File: src/rtl/qrb_pkg.sv
package qrb_pkg;
  localparam int POS_W  = 2;
  localparam int MASK_W = 4;
  localparam int COL_W  = 32;
  localparam int N_COL  = 4;

  typedef struct packed {
    logic [POS_W-1:0]       x;
    logic [POS_W-1:0]       y;
    logic [MASK_W-1:0]      mask;
    logic [N_COL*COL_W-1:0] color;
  } quad_pay_t;

  typedef enum logic [1:0] {
    ENT_FREE = 2'd0,
    ENT_WAIT = 2'd1,
    ENT_DONE = 2'd2
  } ent_st_e;
endpackage

File: src/rtl/qrb_entry_pool.sv
module qrb_entry_pool import qrb_pkg::*; #(
  parameter int N_ENT  = 16,
  parameter int N_SLOT = 8,
  parameter int ENT_W  = $clog2(N_ENT),
  parameter int SLOT_W = $clog2(N_SLOT)
) (
  input  logic                          clk,
  input  logic                          rst_n,
  input  logic                          alloc_fire,
  input  logic [SLOT_W-1:0]             alloc_slot,
  input  logic                          cmp_valid,
  input  logic [ENT_W-1:0]              cmp_entry,
  input  quad_pay_t                     cmp_pay,
  input  logic                          rel_fire,
  input  logic [ENT_W-1:0]              rel_idx,
  output logic                          free_avail,
  output logic [ENT_W-1:0]              free_idx,
  output logic [N_ENT-1:0]              done_vec,
  output logic [N_ENT-1:0][SLOT_W-1:0]  slot_of,
  output quad_pay_t [N_ENT-1:0]         pay
);
  logic [N_ENT-1:0] free_vec;
  logic [N_ENT-1:0] wait_vec;

  // lowest-numbered free entry wins the grant
  always_comb begin
    free_avail = |free_vec;
    free_idx   = '0;
    for (int k = N_ENT - 1; k >= 0; k--) begin
      if (free_vec[k]) free_idx = ENT_W'(k);
    end
  end

  for (genvar i = 0; i < N_ENT; i++) begin : g_ent
    ent_st_e             st_q, st_d;
    logic [SLOT_W-1:0]   slot_q;
    quad_pay_t           pay_q;
    logic                take_alloc, take_cmp, take_rel;

    always_comb begin
      take_rel   = rel_fire && (rel_idx == ENT_W'(i));
      take_alloc = alloc_fire && (free_idx == ENT_W'(i));
      take_cmp   = cmp_valid && (cmp_entry == ENT_W'(i)) && (st_q == ENT_WAIT);
      st_d       = st_q;
      if (take_rel)        st_d = ENT_FREE;
      else if (take_alloc) st_d = ENT_WAIT;
      else if (take_cmp)   st_d = ENT_DONE;
    end

    always_ff @(posedge clk or negedge rst_n) begin
      if (!rst_n) st_q <= ENT_FREE;
      else        st_q <= st_d;
    end

    always_ff @(posedge clk) begin
      if (take_alloc) slot_q <= alloc_slot;
      if (take_cmp)   pay_q  <= cmp_pay;
    end

    assign free_vec[i] = (st_q == ENT_FREE);
    assign wait_vec[i] = (st_q == ENT_WAIT);
    assign done_vec[i] = (st_q == ENT_DONE);
    assign slot_of[i]  = slot_q;
    assign pay[i]      = pay_q;
  end

  // a completion aimed at an already shaded entry leaves it untouched
  assert_ignore_done_R9: assert property (@(posedge clk) disable iff (!rst_n)
    (cmp_valid && done_vec[cmp_entry] && !(rel_fire && rel_idx == cmp_entry))
      |=> (done_vec[$past(cmp_entry)] && pay[$past(cmp_entry)] == $past(pay[cmp_entry])));

  // only a shaded entry can be released
  assert_release_done_R4: assert property (@(posedge clk) disable iff (!rst_n)
    rel_fire |-> done_vec[rel_idx]);

  // a completion to an entry not waiting never makes it shaded
  assert_ignore_free_R9: assert property (@(posedge clk) disable iff (!rst_n)
    (cmp_valid && free_vec[cmp_entry] && !alloc_fire) |=> !done_vec[$past(cmp_entry)]);
endmodule

File: src/rtl/qrb_prim_ring.sv
module qrb_prim_ring #(
  parameter int N_SLOT = 8,
  parameter int N_ENT  = 16,
  parameter int PRIM_W = 12,
  parameter int SLOT_W = $clog2(N_SLOT),
  parameter int CNT_W  = $clog2(N_ENT + 1)
) (
  input  logic              clk,
  input  logic              rst_n,
  input  logic              alloc_fire,
  input  logic [PRIM_W-1:0] alloc_prim,
  input  logic              alloc_eop,
  input  logic              drain,
  output logic              slot_ok,
  output logic [SLOT_W-1:0] alloc_slot,
  output logic [SLOT_W-1:0] head_slot,
  output logic              head_busy,
  output logic [PRIM_W-1:0] head_prim
);
  localparam int USED_W = $clog2(N_SLOT + 1);

  logic [SLOT_W-1:0] head_q, head_d, tail_q, tail_d, open_slot_q, open_slot_d;
  logic [USED_W-1:0] used_q, used_d;
  logic              open_q, open_d;
  logic              opening, retire, head_closed;
  logic [CNT_W-1:0]  head_cnt;

  logic [N_SLOT-1:0][CNT_W-1:0]  cnt_all;
  logic [N_SLOT-1:0][PRIM_W-1:0] pid_all;
  logic [N_SLOT-1:0]             closed_vec, busy_vec;

  function automatic logic [SLOT_W-1:0] wrap_inc(input logic [SLOT_W-1:0] v);
    return (v == SLOT_W'(N_SLOT - 1)) ? '0 : v + 1'b1;
  endfunction

  always_comb begin
    opening     = alloc_fire && !open_q;
    alloc_slot  = open_q ? open_slot_q : tail_q;
    slot_ok     = open_q || (used_q != USED_W'(N_SLOT));
    head_slot   = head_q;
    head_cnt    = cnt_all[head_q];
    head_closed = closed_vec[head_q];
    head_busy   = busy_vec[head_q];
    head_prim   = pid_all[head_q];
    retire      = drain && head_closed && (head_cnt == CNT_W'(1));
    head_d      = retire  ? wrap_inc(head_q) : head_q;
    tail_d      = opening ? wrap_inc(tail_q) : tail_q;
    used_d      = used_q;
    if (opening) used_d = used_d + USED_W'(1);
    if (retire)  used_d = used_d - USED_W'(1);
    open_d      = alloc_fire ? !alloc_eop : open_q;
    open_slot_d = opening ? tail_q : open_slot_q;
  end

  always_ff @(posedge clk or negedge rst_n) begin
    if (!rst_n) begin
      head_q      <= '0;
      tail_q      <= '0;
      used_q      <= '0;
      open_q      <= 1'b0;
      open_slot_q <= '0;
    end else begin
      head_q      <= head_d;
      tail_q      <= tail_d;
      used_q      <= used_d;
      open_q      <= open_d;
      open_slot_q <= open_slot_d;
    end
  end

  for (genvar s = 0; s < N_SLOT; s++) begin : g_slot
    logic [CNT_W-1:0]  cnt_q, cnt_d;
    logic              cls_q, cls_d, bsy_q, bsy_d;
    logic [PRIM_W-1:0] pid_q;
    logic              mine_open, inc, dec;

    always_comb begin
      mine_open = opening && (tail_q == SLOT_W'(s));
      inc       = alloc_fire && (alloc_slot == SLOT_W'(s));
      dec       = drain && (head_q == SLOT_W'(s));
      cnt_d     = cnt_q;
      cls_d     = cls_q;
      bsy_d     = bsy_q;
      if (mine_open) begin
        cnt_d = CNT_W'(1);
        cls_d = alloc_eop;
        bsy_d = 1'b1;
      end else begin
        if (inc && !dec)      cnt_d = cnt_q + CNT_W'(1);
        else if (dec && !inc) cnt_d = cnt_q - CNT_W'(1);
        if (inc && alloc_eop) cls_d = 1'b1;
        if (retire && head_q == SLOT_W'(s)) begin
          bsy_d = 1'b0;
          cls_d = 1'b0;
        end
      end
    end

    always_ff @(posedge clk or negedge rst_n) begin
      if (!rst_n) begin
        cnt_q <= '0;
        cls_q <= 1'b0;
        bsy_q <= 1'b0;
      end else begin
        cnt_q <= cnt_d;
        cls_q <= cls_d;
        bsy_q <= bsy_d;
      end
    end

    always_ff @(posedge clk) begin
      if (mine_open) pid_q <= alloc_prim;
    end

    assign cnt_all[s]    = cnt_q;
    assign closed_vec[s] = cls_q;
    assign busy_vec[s]   = bsy_q;
    assign pid_all[s]    = pid_q;
  end

  // a new primitive never lands on a slot that is still live
  assert_live_slot_R7: assert property (@(posedge clk) disable iff (!rst_n)
    (alloc_fire && !open_q) |-> !busy_vec[tail_q]);

  // draining only happens from a live head with quads outstanding
  assert_drain_head_R3: assert property (@(posedge clk) disable iff (!rst_n)
    drain |-> (head_busy && head_cnt != '0));

  // a closed head never lingers with nothing left to drain
  assert_no_stale_head_R10: assert property (@(posedge clk) disable iff (!rst_n)
    (head_busy && head_closed) |-> (head_cnt != '0));
endmodule

File: src/rtl/qrb_release.sv
module qrb_release #(
  parameter int N_ENT  = 16,
  parameter int N_SLOT = 8,
  parameter int ENT_W  = $clog2(N_ENT),
  parameter int SLOT_W = $clog2(N_SLOT)
) (
  input  logic                         clk,
  input  logic                         rst_n,
  input  logic [N_ENT-1:0]             done_vec,
  input  logic [N_ENT-1:0][SLOT_W-1:0] slot_of,
  input  logic [SLOT_W-1:0]            head_slot,
  input  logic                         head_busy,
  input  logic                         out_ready,
  output logic                         out_valid,
  output logic [ENT_W-1:0]             rel_idx,
  output logic                         rel_fire
);
  logic             cand_ok;
  logic [ENT_W-1:0] cand_idx;
  logic             lock_q, lock_d;
  logic [ENT_W-1:0] lock_idx_q, lock_idx_d;

  // lowest shaded entry belonging to the oldest primitive
  always_comb begin
    cand_ok  = 1'b0;
    cand_idx = '0;
    for (int k = N_ENT - 1; k >= 0; k--) begin
      if (head_busy && done_vec[k] && slot_of[k] == head_slot) begin
        cand_ok  = 1'b1;
        cand_idx = ENT_W'(k);
      end
    end
    rel_idx    = lock_q ? lock_idx_q : cand_idx;
    out_valid  = lock_q || cand_ok;
    rel_fire   = out_valid && out_ready;
    lock_d     = out_valid && !out_ready;
    lock_idx_d = rel_idx;
  end

  always_ff @(posedge clk or negedge rst_n) begin
    if (!rst_n) begin
      lock_q     <= 1'b0;
      lock_idx_q <= '0;
    end else begin
      lock_q     <= lock_d;
      lock_idx_q <= lock_idx_d;
    end
  end

  // a stalled offer keeps pointing at the same entry
  assert_hold_R8: assert property (@(posedge clk) disable iff (!rst_n)
    (out_valid && !out_ready) |=> (out_valid && rel_idx == $past(rel_idx)));
endmodule

File: src/rtl/quad_reorder_buf.sv
module quad_reorder_buf import qrb_pkg::*; #(
  parameter int N_ENT  = 16,
  parameter int N_SLOT = 8,
  parameter int PRIM_W = 12,
  parameter int ENT_W  = $clog2(N_ENT),
  parameter int SLOT_W = $clog2(N_SLOT)
) (
  input  logic                   clk,
  input  logic                   rst_n,
  input  logic                   alloc_valid,
  output logic                   alloc_ready,
  input  logic [PRIM_W-1:0]      alloc_prim,
  input  logic                   alloc_eop,
  output logic [ENT_W-1:0]       alloc_entry,
  input  logic                   cmp_valid,
  input  logic [ENT_W-1:0]       cmp_entry,
  input  logic [POS_W-1:0]       cmp_x,
  input  logic [POS_W-1:0]       cmp_y,
  input  logic [MASK_W-1:0]      cmp_mask,
  input  logic [N_COL*COL_W-1:0] cmp_color,
  output logic                   out_valid,
  input  logic                   out_ready,
  output logic [PRIM_W-1:0]      out_prim,
  output logic [POS_W-1:0]       out_x,
  output logic [POS_W-1:0]       out_y,
  output logic [MASK_W-1:0]      out_mask,
  output logic [N_COL*COL_W-1:0] out_color
);
  logic                         free_avail, slot_ok, alloc_fire, rel_fire, head_busy;
  logic [SLOT_W-1:0]            alloc_slot, head_slot;
  logic [ENT_W-1:0]             rel_idx;
  logic [N_ENT-1:0]             done_vec;
  logic [N_ENT-1:0][SLOT_W-1:0] slot_of;
  quad_pay_t [N_ENT-1:0]        pay_all;
  quad_pay_t                    cmp_pay, cur;

  always_comb begin
    alloc_ready   = free_avail && slot_ok;
    alloc_fire    = alloc_valid && alloc_ready;
    cmp_pay.x     = cmp_x;
    cmp_pay.y     = cmp_y;
    cmp_pay.mask  = cmp_mask;
    cmp_pay.color = cmp_color;
    cur           = pay_all[rel_idx];
    out_x         = cur.x;
    out_y         = cur.y;
    out_mask      = cur.mask;
    out_color     = cur.color;
  end

  qrb_entry_pool #(.N_ENT(N_ENT), .N_SLOT(N_SLOT)) u_pool (
    .clk(clk), .rst_n(rst_n),
    .alloc_fire(alloc_fire), .alloc_slot(alloc_slot),
    .cmp_valid(cmp_valid), .cmp_entry(cmp_entry), .cmp_pay(cmp_pay),
    .rel_fire(rel_fire), .rel_idx(rel_idx),
    .free_avail(free_avail), .free_idx(alloc_entry),
    .done_vec(done_vec), .slot_of(slot_of), .pay(pay_all)
  );

  qrb_prim_ring #(.N_SLOT(N_SLOT), .N_ENT(N_ENT), .PRIM_W(PRIM_W)) u_ring (
    .clk(clk), .rst_n(rst_n),
    .alloc_fire(alloc_fire), .alloc_prim(alloc_prim), .alloc_eop(alloc_eop),
    .drain(rel_fire),
    .slot_ok(slot_ok), .alloc_slot(alloc_slot),
    .head_slot(head_slot), .head_busy(head_busy), .head_prim(out_prim)
  );

  qrb_release #(.N_ENT(N_ENT), .N_SLOT(N_SLOT)) u_rel (
    .clk(clk), .rst_n(rst_n),
    .done_vec(done_vec), .slot_of(slot_of),
    .head_slot(head_slot), .head_busy(head_busy),
    .out_ready(out_ready),
    .out_valid(out_valid), .rel_idx(rel_idx), .rel_fire(rel_fire)
  );

  // whatever is offered belongs to the oldest live primitive
  assert_order_R3: assert property (@(posedge clk) disable iff (!rst_n)
    out_valid |-> (head_busy && slot_of[rel_idx] == head_slot));

  // a stalled offer keeps its fields
  assert_stable_R8: assert property (@(posedge clk) disable iff (!rst_n)
    (out_valid && !out_ready) |=> ($stable(out_color) && $stable(out_prim) &&
                                   $stable(out_mask) && $stable(out_x) && $stable(out_y)));

  // an allocation is never granted with every entry shaded and waiting
  assert_no_overfill_R6: assert property (@(posedge clk) disable iff (!rst_n)
    alloc_fire |-> ($countones(done_vec) < N_ENT));
endmodule

File: config.mk
export PLATFORM = sky130hd
export DESIGN_NAME = quad_reorder_buf
export DESIGN_NICKNAME = d
export VERILOG_FILES = /design/src/rtl/qrb_pkg.sv /design/src/rtl/qrb_entry_pool.sv /design/src/rtl/qrb_prim_ring.sv /design/src/rtl/qrb_release.sv /design/src/rtl/quad_reorder_buf.sv
export SDC_FILE = /design/constraint.sdc
export NUM_CORES = 2
export LEC_CHECK = 0
export BUFFER_PORTS_ARGS = -buffer_cell sky130_fd_sc_hd__buf_2
export CAP_MARGIN = 20
export CORE_MARGIN = 2
export CORE_UTILIZATION = 35
export DETAILED_ROUTE_END_ITERATION = 10
export GPL_TIMING_DRIVEN = 0
export MAX_ROUTING_LAYER = met4
export PLACE_DENSITY_LB_ADDON = 0.05
export SLEW_MARGIN = 10
export SYNTH_ARGS = -nofsm -noshare
export SYNTH_HDL_FRONTEND = slang
export SYNTH_SLANG_ARGS = --single-unit
File: constraint.sdc
create_clock -name clk -period 16.66 [get_ports clk]
set_clock_uncertainty 0.1 [all_clocks]
set_input_delay 2.499 -clock clk [delete_from_list [all_inputs] [get_ports clk]]
set_output_delay 2.499 -clock clk [all_outputs]
set_load 0.05 [all_outputs]
== Word-level counts from Yosys, hierarchy flattened ==
Cells that the tools add are included.
Operators by class
  div/mod/pow operators: 0
  magnitude comparators: 2
  shift operators: 0
  eq/ne operators: 116
  bitwise gates (word level): 0
  reduce and logical (&&, ||, !) cells: 243
  multiplexer cells: 176
  multipliers: 0
  add/subtract/negate cells: 20
Operator list (count)
  $bmux W136 S4: 1
  $logic_and A1 B1 Y1: 159
  $mux W4: 35
  $mux W136: 1
  $mux W5: 25
  $eq A4 B4 Y1 const B: 24
  $mux W2: 48
  $reduce_bool A3 Y1: 32
  $mux W1: 58
  $eq A3 B3 Y1: 16
  $eq A4 B3 Y1 const B: 12
  $add A5 B1 Y5 const B: 8
  $sub A5 B1 Y5 const B: 8
  $bmux W12 S3: 1
  $eq A3 B3 Y1 const B: 12
  $eq A2 B1 Y1 const B: 16
  $eq A2 B2 Y1 const B: 16
  $logic_not A2 Y1: 16
  $eq A4 B2 Y1 const B: 6
  $logic_not A1 Y1: 19
  $eq A3 B2 Y1 const B: 6
  $reduce_bool A2 Y1: 8
  $reduce_or A16 Y1: 1
  $bmux W5 S3: 1
  other kinds (15): 28
Storage, ports and cells
  memory bits (writable): 0
  memories kept: 0
  bits in read-only memories: 0
  flip-flop bits (word level): 2427
  bits in latches: 0
  input bits: 158

== Depth between registers and ports, before layout ==
  depth after elaboration: 27
  gate-level depth with buffers: 19

== Cells and area by module ==
Synthesis repeated with hierarchy kept, for this count alone.
Unflattened totals
  cells, all modules: 4513
  area total of the unflattened synthesis: 94722.1 µm²
Modules (own cells, without submodules)
  qrb_entry_pool: cells each 2463, instances 1, area an instance 68873.6 µm²
  quad_reorder_buf: cells each 1260, instances 1, area an instance 16288.1 µm²
  qrb_prim_ring: cells each 657, instances 1, area an instance 8471.9 µm²
  qrb_release: cells each 133, instances 1, area an instance 1088.5 µm²

== Least setup slack after synthesis ==
No wires, ideal clock.
  kind: input -> register
  start point: input cmp_entry[3]
  end point: register u_pool.g_ent[0].pay_q, in the netlist u_pool.pay[0] (enable)
  setup slack: -1.500 ns
  stages: 2
  library setup time: 1.019 ns
  data required time: 15.541 ns
  arrival: 17.041 ns
  cell sequence: or3b_2 nor4b_1
Between the ends
  cells in the longest elaborated chain, start to end: 3
Ends and longest elaborated chain
  start: declaration: RTL line quad_reorder_buf.sv:16  | input logic [ENT_W-1:0] cmp_entry,
  $logic_not A4 Y1: RTL line qrb_entry_pool.sv:43  | take_cmp = cmp_valid && (cmp_entry == ENT_W'(i)) && (st_q == ENT_WAIT);
  $logic_and A1 B1 Y1 (2 in series): RTL line qrb_entry_pool.sv:43
  named net u_pool.g_ent[0].take_cmp: RTL line qrb_entry_pool.sv:38  | logic take_alloc, take_cmp, take_rel;
  end signal: assignment: RTL line qrb_entry_pool.sv:57  | if (take_cmp) pay_q <= cmp_pay;
  end: declaration: RTL line qrb_entry_pool.sv:37  | quad_pay_t pay_q;
The timed path passes the listed nets, and every way through them passes these cells.
A chain may end at the register's enable or synchronous reset.

== Worst setup path in the final report ==
  start point: register u_ring.head_q[1] (netlist: u_ring.head_slot[1])
  end point: output out_x[0]
Between the ends
  cells in the longest elaborated chain, start to end: 23
Ends and longest elaborated chain
  start: declaration: RTL line qrb_prim_ring.sv:22  | logic [SLOT_W-1:0] head_q, head_d, tail_q, tail_d, open_slot_q, open_slot_d;
  start signal: assignment: RTL line qrb_prim_ring.sv:57  | head_q <= '0;
  start signal: assignment: RTL line qrb_prim_ring.sv:63  | head_q <= head_d;
  $bmux W1 S3: RTL line qrb_prim_ring.sv:43  | head_busy = busy_vec[head_q];
  $mux W1 (not written as such): RTL line qrb_prim_ring.sv:43
  $logic_and A1 B1 Y1 (2 in series): RTL line qrb_release.sv:28  | if (head_busy && done_vec[k] && slot_of[k] == head_slot) begin
  $mux W4 (15 in series): RTL line qrb_release.sv:28
  $mux W4 *: RTL line qrb_release.sv:28
  $mux W4 *: RTL line qrb_release.sv:33  | rel_idx = lock_q ? lock_idx_q : cand_idx;
  named net rel_idx[0]: RTL line quad_reorder_buf.sv:31  | logic [ENT_W-1:0] rel_idx;
  $bmux W136 S4 *: RTL line quad_reorder_buf.sv:44  | cur = pay_all[rel_idx];
  $mux W136 (not written as such) *: RTL line quad_reorder_buf.sv:44
  end: declaration: RTL line quad_reorder_buf.sv:24  | output logic [POS_W-1:0] out_x,
Mark *: on every way through the listed nets, which the timed path passes. The rest lies on a longest branch. The select of a mux whose other input is x is not followed.

==> results.md <==
- The critical path class is flip-flop to primary output.
- In this run the register-to-register setup slack is 11.20 ns.
- The internal portion of the total power is 0.0121 W.
- After clock tree synthesis, the flow added hold-fix buffers numbering 0.
- For this design the ratio of total power to cell area is 176 nW/um2.
- After synthesis the netlist holds a flip-flop and latch count of 2427.
- In the routed design, unresolved DRC markers number 0.
- The setup-violating endpoint count in the final report is 0.
- The HPWL after detailed placement is 231000 um.
- In this run the post-CTS setup repair buffer count came out at 0.
- The run finished with clean final reports.
- The most used flip-flop cell after synthesis is edfxtp_1.
- The capture instance of the worst register-to-register path is u_pool.g_ent[14].st_q[1].
- Cells with a size suffix above 1 make up 16.4% of the layout.
- Summing over every cut layer, the via total after detailed routing is 63.0k.
- The number of max-cap violations is 0.
- The via count of the first global-routing pass is 62.6k.
- The die width is 531 um.
- The part of the cycle the worst path needs is 55.4%.
- The path class of the tightest hold or removal check is flip-flop to flip-flop.
- Gates resized during post-CTS repair numbered 0.
- STA puts the critical path data required time at 14.06 ns.
- The total clock buffers created by CTS is 280.
- The violation count after the first detailed-route iteration is 6302.
- The power share of the clock group is 28.9%.
- The minimum period implied by the final worst setup slack is 9.24 ns.
- Counting every net in the synthesized netlist gives 7106.
- The data arrival time at the worst-slack endpoint is 6.64 ns.
- The number of hold violations in the final report came to 0.
- For this run, the register share of the synthesized area comes to 74.5%.
- The final layout net count is 8161.
- Once routing completed, OpenROAD measured the worst setup slack at 7.42 ns.
- Counting every sink on the clock net gives 2427.
- The netlist area before placement is 97100 um2.
- The worst setup path is captured at a primary output.
- After detailed routing, the number of vias per cell comes to 5.30.
- The instance count along the most critical hold path is 1.
- Measured along the y axis, the die boundary spans 531 um.
- Registers are responsible for 34.9% of the overall power.
- During synthesis, Yosys emitted a total of 0 warnings.
- On the worst path, the slowest cell contributes a delay of 0.94 ns.
- The proportion of total power due to net switching is 40.5%.
- The total overflow left after global routing is 0.
- Dividing the detail-routed wire length by the instance count gives 28.2 um.
- Summed over all nets, the switching power comes to 0.00823 W.
- The pre-antenna-repair detailed-routing pass consisted of 5 iterations.
- 312 I/O pins were placed.
- The worst register-to-register path begins at u_ring.head_slot[1].
- The worst setup slack before clock tree synthesis is 8.39 ns.
- TritonCTS built the clock tree.
- After floorplanning, the core was divided into 193 placement rows.
- After clock tree synthesis, the clock-pin slew on the worst setup and hold paths is 0.06 ns.
- The standby leakage power is 39.9 nW.
- The number of slew-limit violations in the final report was 0.
- Setup repair after global routing left no endpoint under its margin.
- The leading cell type in the layout, fill and taps excluded is edfxtp_1.
- The highest clock rate is 0.108 GHz.
- The final weighted congestion in routability-driven placement is 0.809.
- The longest clock path from root to sink contains 4 buffers.
- Headroom to the max-slew limit came out at 21.5%.
- The number of levels in the clock H-tree is 5.
- For this run, asynchronously set or reset flops after synthesis account for 4.41%.
- The combinational share of power is 36.2%.
- The area inside the core boundary is 276000 um2.
- The sink of the worst hold path is u_ring.g_slot[2].bsy_q.
- The clock insertion delay at the later pin of the skew report is 0.90 ns.
- Averaged over all synthesized cells, the footprint is 14.1 um2.
- The worst-case vdd ir drop is 0.000163 V.
- The top cell types in the final layout, fill and taps aside, are edfxtp_1 (2320), nand2_1 (1725), a21oi_1 (466).
- In this run the most critical hold path is launched from u_ring.g_slot[2].bsy_q.
- The combined global-route utilization of all metal layers is 24.1%.
- Of all nets on the critical path, the largest fanout is 10.
- The global-route wire length before repair is 471000 um.
- The root buffer cell chosen for the clock tree is clkbuf_16.
- The initial antenna violation count is 65.
- Counting cells, the worst reg-to-reg path comes to 14.
- Measured on the finished design, the core utilization comes to 41.9%.
- Once the floorplan was initialized, standard cells occupied 35.1% of the core.
- The instance count of the mapped netlist is 6885.
- The measured slew at the worst slew-check pin is 1.18 ns.
- Hold is met by 0.383 ns.
- The maximum number of pins on one net before global-route repair is 78.
- The number of nets still failing antenna checks after routing is 0.
- The total wirelength of the detailed-routed design is 335000 um.
- The critical path's slowest cell is a32oi_2.
- Counting flops with a built-in enable in the synthesized netlist gives 2320.
- The die covers 282000 um2.
- The number of distinct library cells after synthesis is 69.
- The total of buffers placed on input and output ports is 311.
- Fill cells in the final layout number 25.7k.
- The kind of launch point of the worst setup path is a flip-flop.
- The synthesis-to-layout area growth is 19.2%.
- Walking the worst path, the cells encountered are buf_4, buf_6, buf_4, xnor2_1, nand4_1, o21ai_0, nor2_1, o211ai_1, a32oi_2, inv_2, buf_2, buf_1, clkbuf_1, buf_16, o21ai_1, buf_2.
-- synthesized netlist by cell type (55+ instances only) --
master / n / area (um2)
a21oi_1: 466 / 2330
a221oi_1: 272 / 2380
a311oi_1: 136 / 1190
buf_2: 100 / 500
clkbuf_1: 263 / 987
dfrtp_1: 107 / 2680
edfxtp_1: 2320 / 69700
ha_1: 55 / 688
mux2i_1: 284 / 2840
nand2_1: 1726 / 6480
nand3_1: 160 / 801
nor2_1: 118 / 443
nor3_1: 145 / 726
o21ai_1: 138 / 691
o22ai_1: 143 / 895
xnor2_1: 77 / 674
-- cells by family (layout without fill, tap and decap cells) --
| group | count (synthesis) | in the layout | share of synthesized area [%] |
|---|---|---|---|
| AO/OA/AOI/OAI | 1245 | 1245 | 8.43 |
| multiplexers | 314 | 314 | 3.58 |
| buffers and inverters | 469 | 1723 | 2.15 |
| AND/OR/NAND/NOR | 2272 | 2272 | 9.58 |
| other | 0 | 40 | 0 |
| adder cells (fa/ha/maj) | 63 | 63 | 0.874 |
| XOR/XNOR | 95 | 95 | 0.857 |
| flip-flops | 2427 | 2427 | 74.5 |
-- power groups by stage --
stage	sequential, W	combinational, W	clock (W)
6_report	0.00710	0.00736	0.00587
5_1_grt	0.00712	0.00784	0.00622
4_1_cts	0.00710	0.00746	0.00600
3_5_place_dp	0.00722	0.00744	0
3_3_place_gp	0.00731	0.00732	0
2_1_floorplan	0.00722	0.00448	0
-- through the flow --
| stage | setup TNS [ns] | total power (W) | instances | instance area, um2 |
|---|---|---|---|---|
| finish | 0 | 0.0203 | 11900 | 116000 |
| global route | 0 | 0.0212 | 11900 | 116000 |
| CTS | 0 | 0.0206 | 11800 | 116000 |
| detailed placement | 0 | 0.0147 | 11400 | 107000 |
| global placement | - | 0.0146 | 10900 | 103000 |
| floorplan | -2143.89 | 0.0117 | 6885 | 97100 |
-- flip-flops by register name (all words and copies together) (netlist names), 3 cells and up --
signal,flops
u_pool.pay,2176
u_ring.g_slot.pid_q,96
u_pool.g_ent.slot_q,48
u_ring.g_slot.cnt_q,40
u_pool.g_ent.st_q,32
u_ring.g_slot.bsy_q,8
u_ring.g_slot.cls_q,8
u_rel.lock_idx_q,4
u_ring.used_q,4
u_ring.head_slot,3
u_ring.open_slot_q,3
u_ring.tail_q,3
-- layer usage --
| layer | track usage, % | up-vias | wire (um) |
|---|---|---|---|
| li1 | - | 28200 | - |
| met1 | 32.8 | 32300 | 150000 |
| met2 | 37.7 | 2020 | 158000 |
| met3 | 3.39 | 454 | 18900 |
| met4 | 6.49 | 0 | 8330 |
| met5 | - | - | 0 |
-- cell type report --
| type | count | area (um2) | area share (%) |
|---|---|---|---|
| timing repair buffer | 773 | 5260 | 4.55 |
| tap | 3705 | 4640 | 4.01 |
| buffer | 427 | 1940 | 1.68 |
| antenna | 40 | 100 | 0.0865 |
| inverter | 42 | 158 | 0.136 |
| sequential | 2427 | 72300 | 62.5 |
| clock buffer | 374 | 7620 | 6.59 |
| multi-input combinational | 3989 | 22800 | 19.7 |
| clock inverter | 107 | 871 | 0.753 |
-- worst max-delay path: cells and delay by family (launching register included) --
kind,cells,cell delay [ns]
flops,1,0.38
compound gates,4,1.73
simple gates,2,0.32
buf+inv,9,3.11
xor+xnor,1,0.11
-- how the worst max path moves through the flow --
stage,slack (ns),end,start
floorplan,-1.50,u_pool.pay[0],cmp_entry[3]
global placement,-20.66,u_pool.pay[1795],cmp_entry[1]
detailed placement,8.39,out_x[0],u_ring.head_slot[0]
CTS,7.41,out_x[0],u_ring.head_slot[0]
global route,7.20,out_y[1],u_ring.head_slot[1]
finish,7.42,out_x[0],u_ring.head_slot[1]
Power figures use the tool's default switching activity.
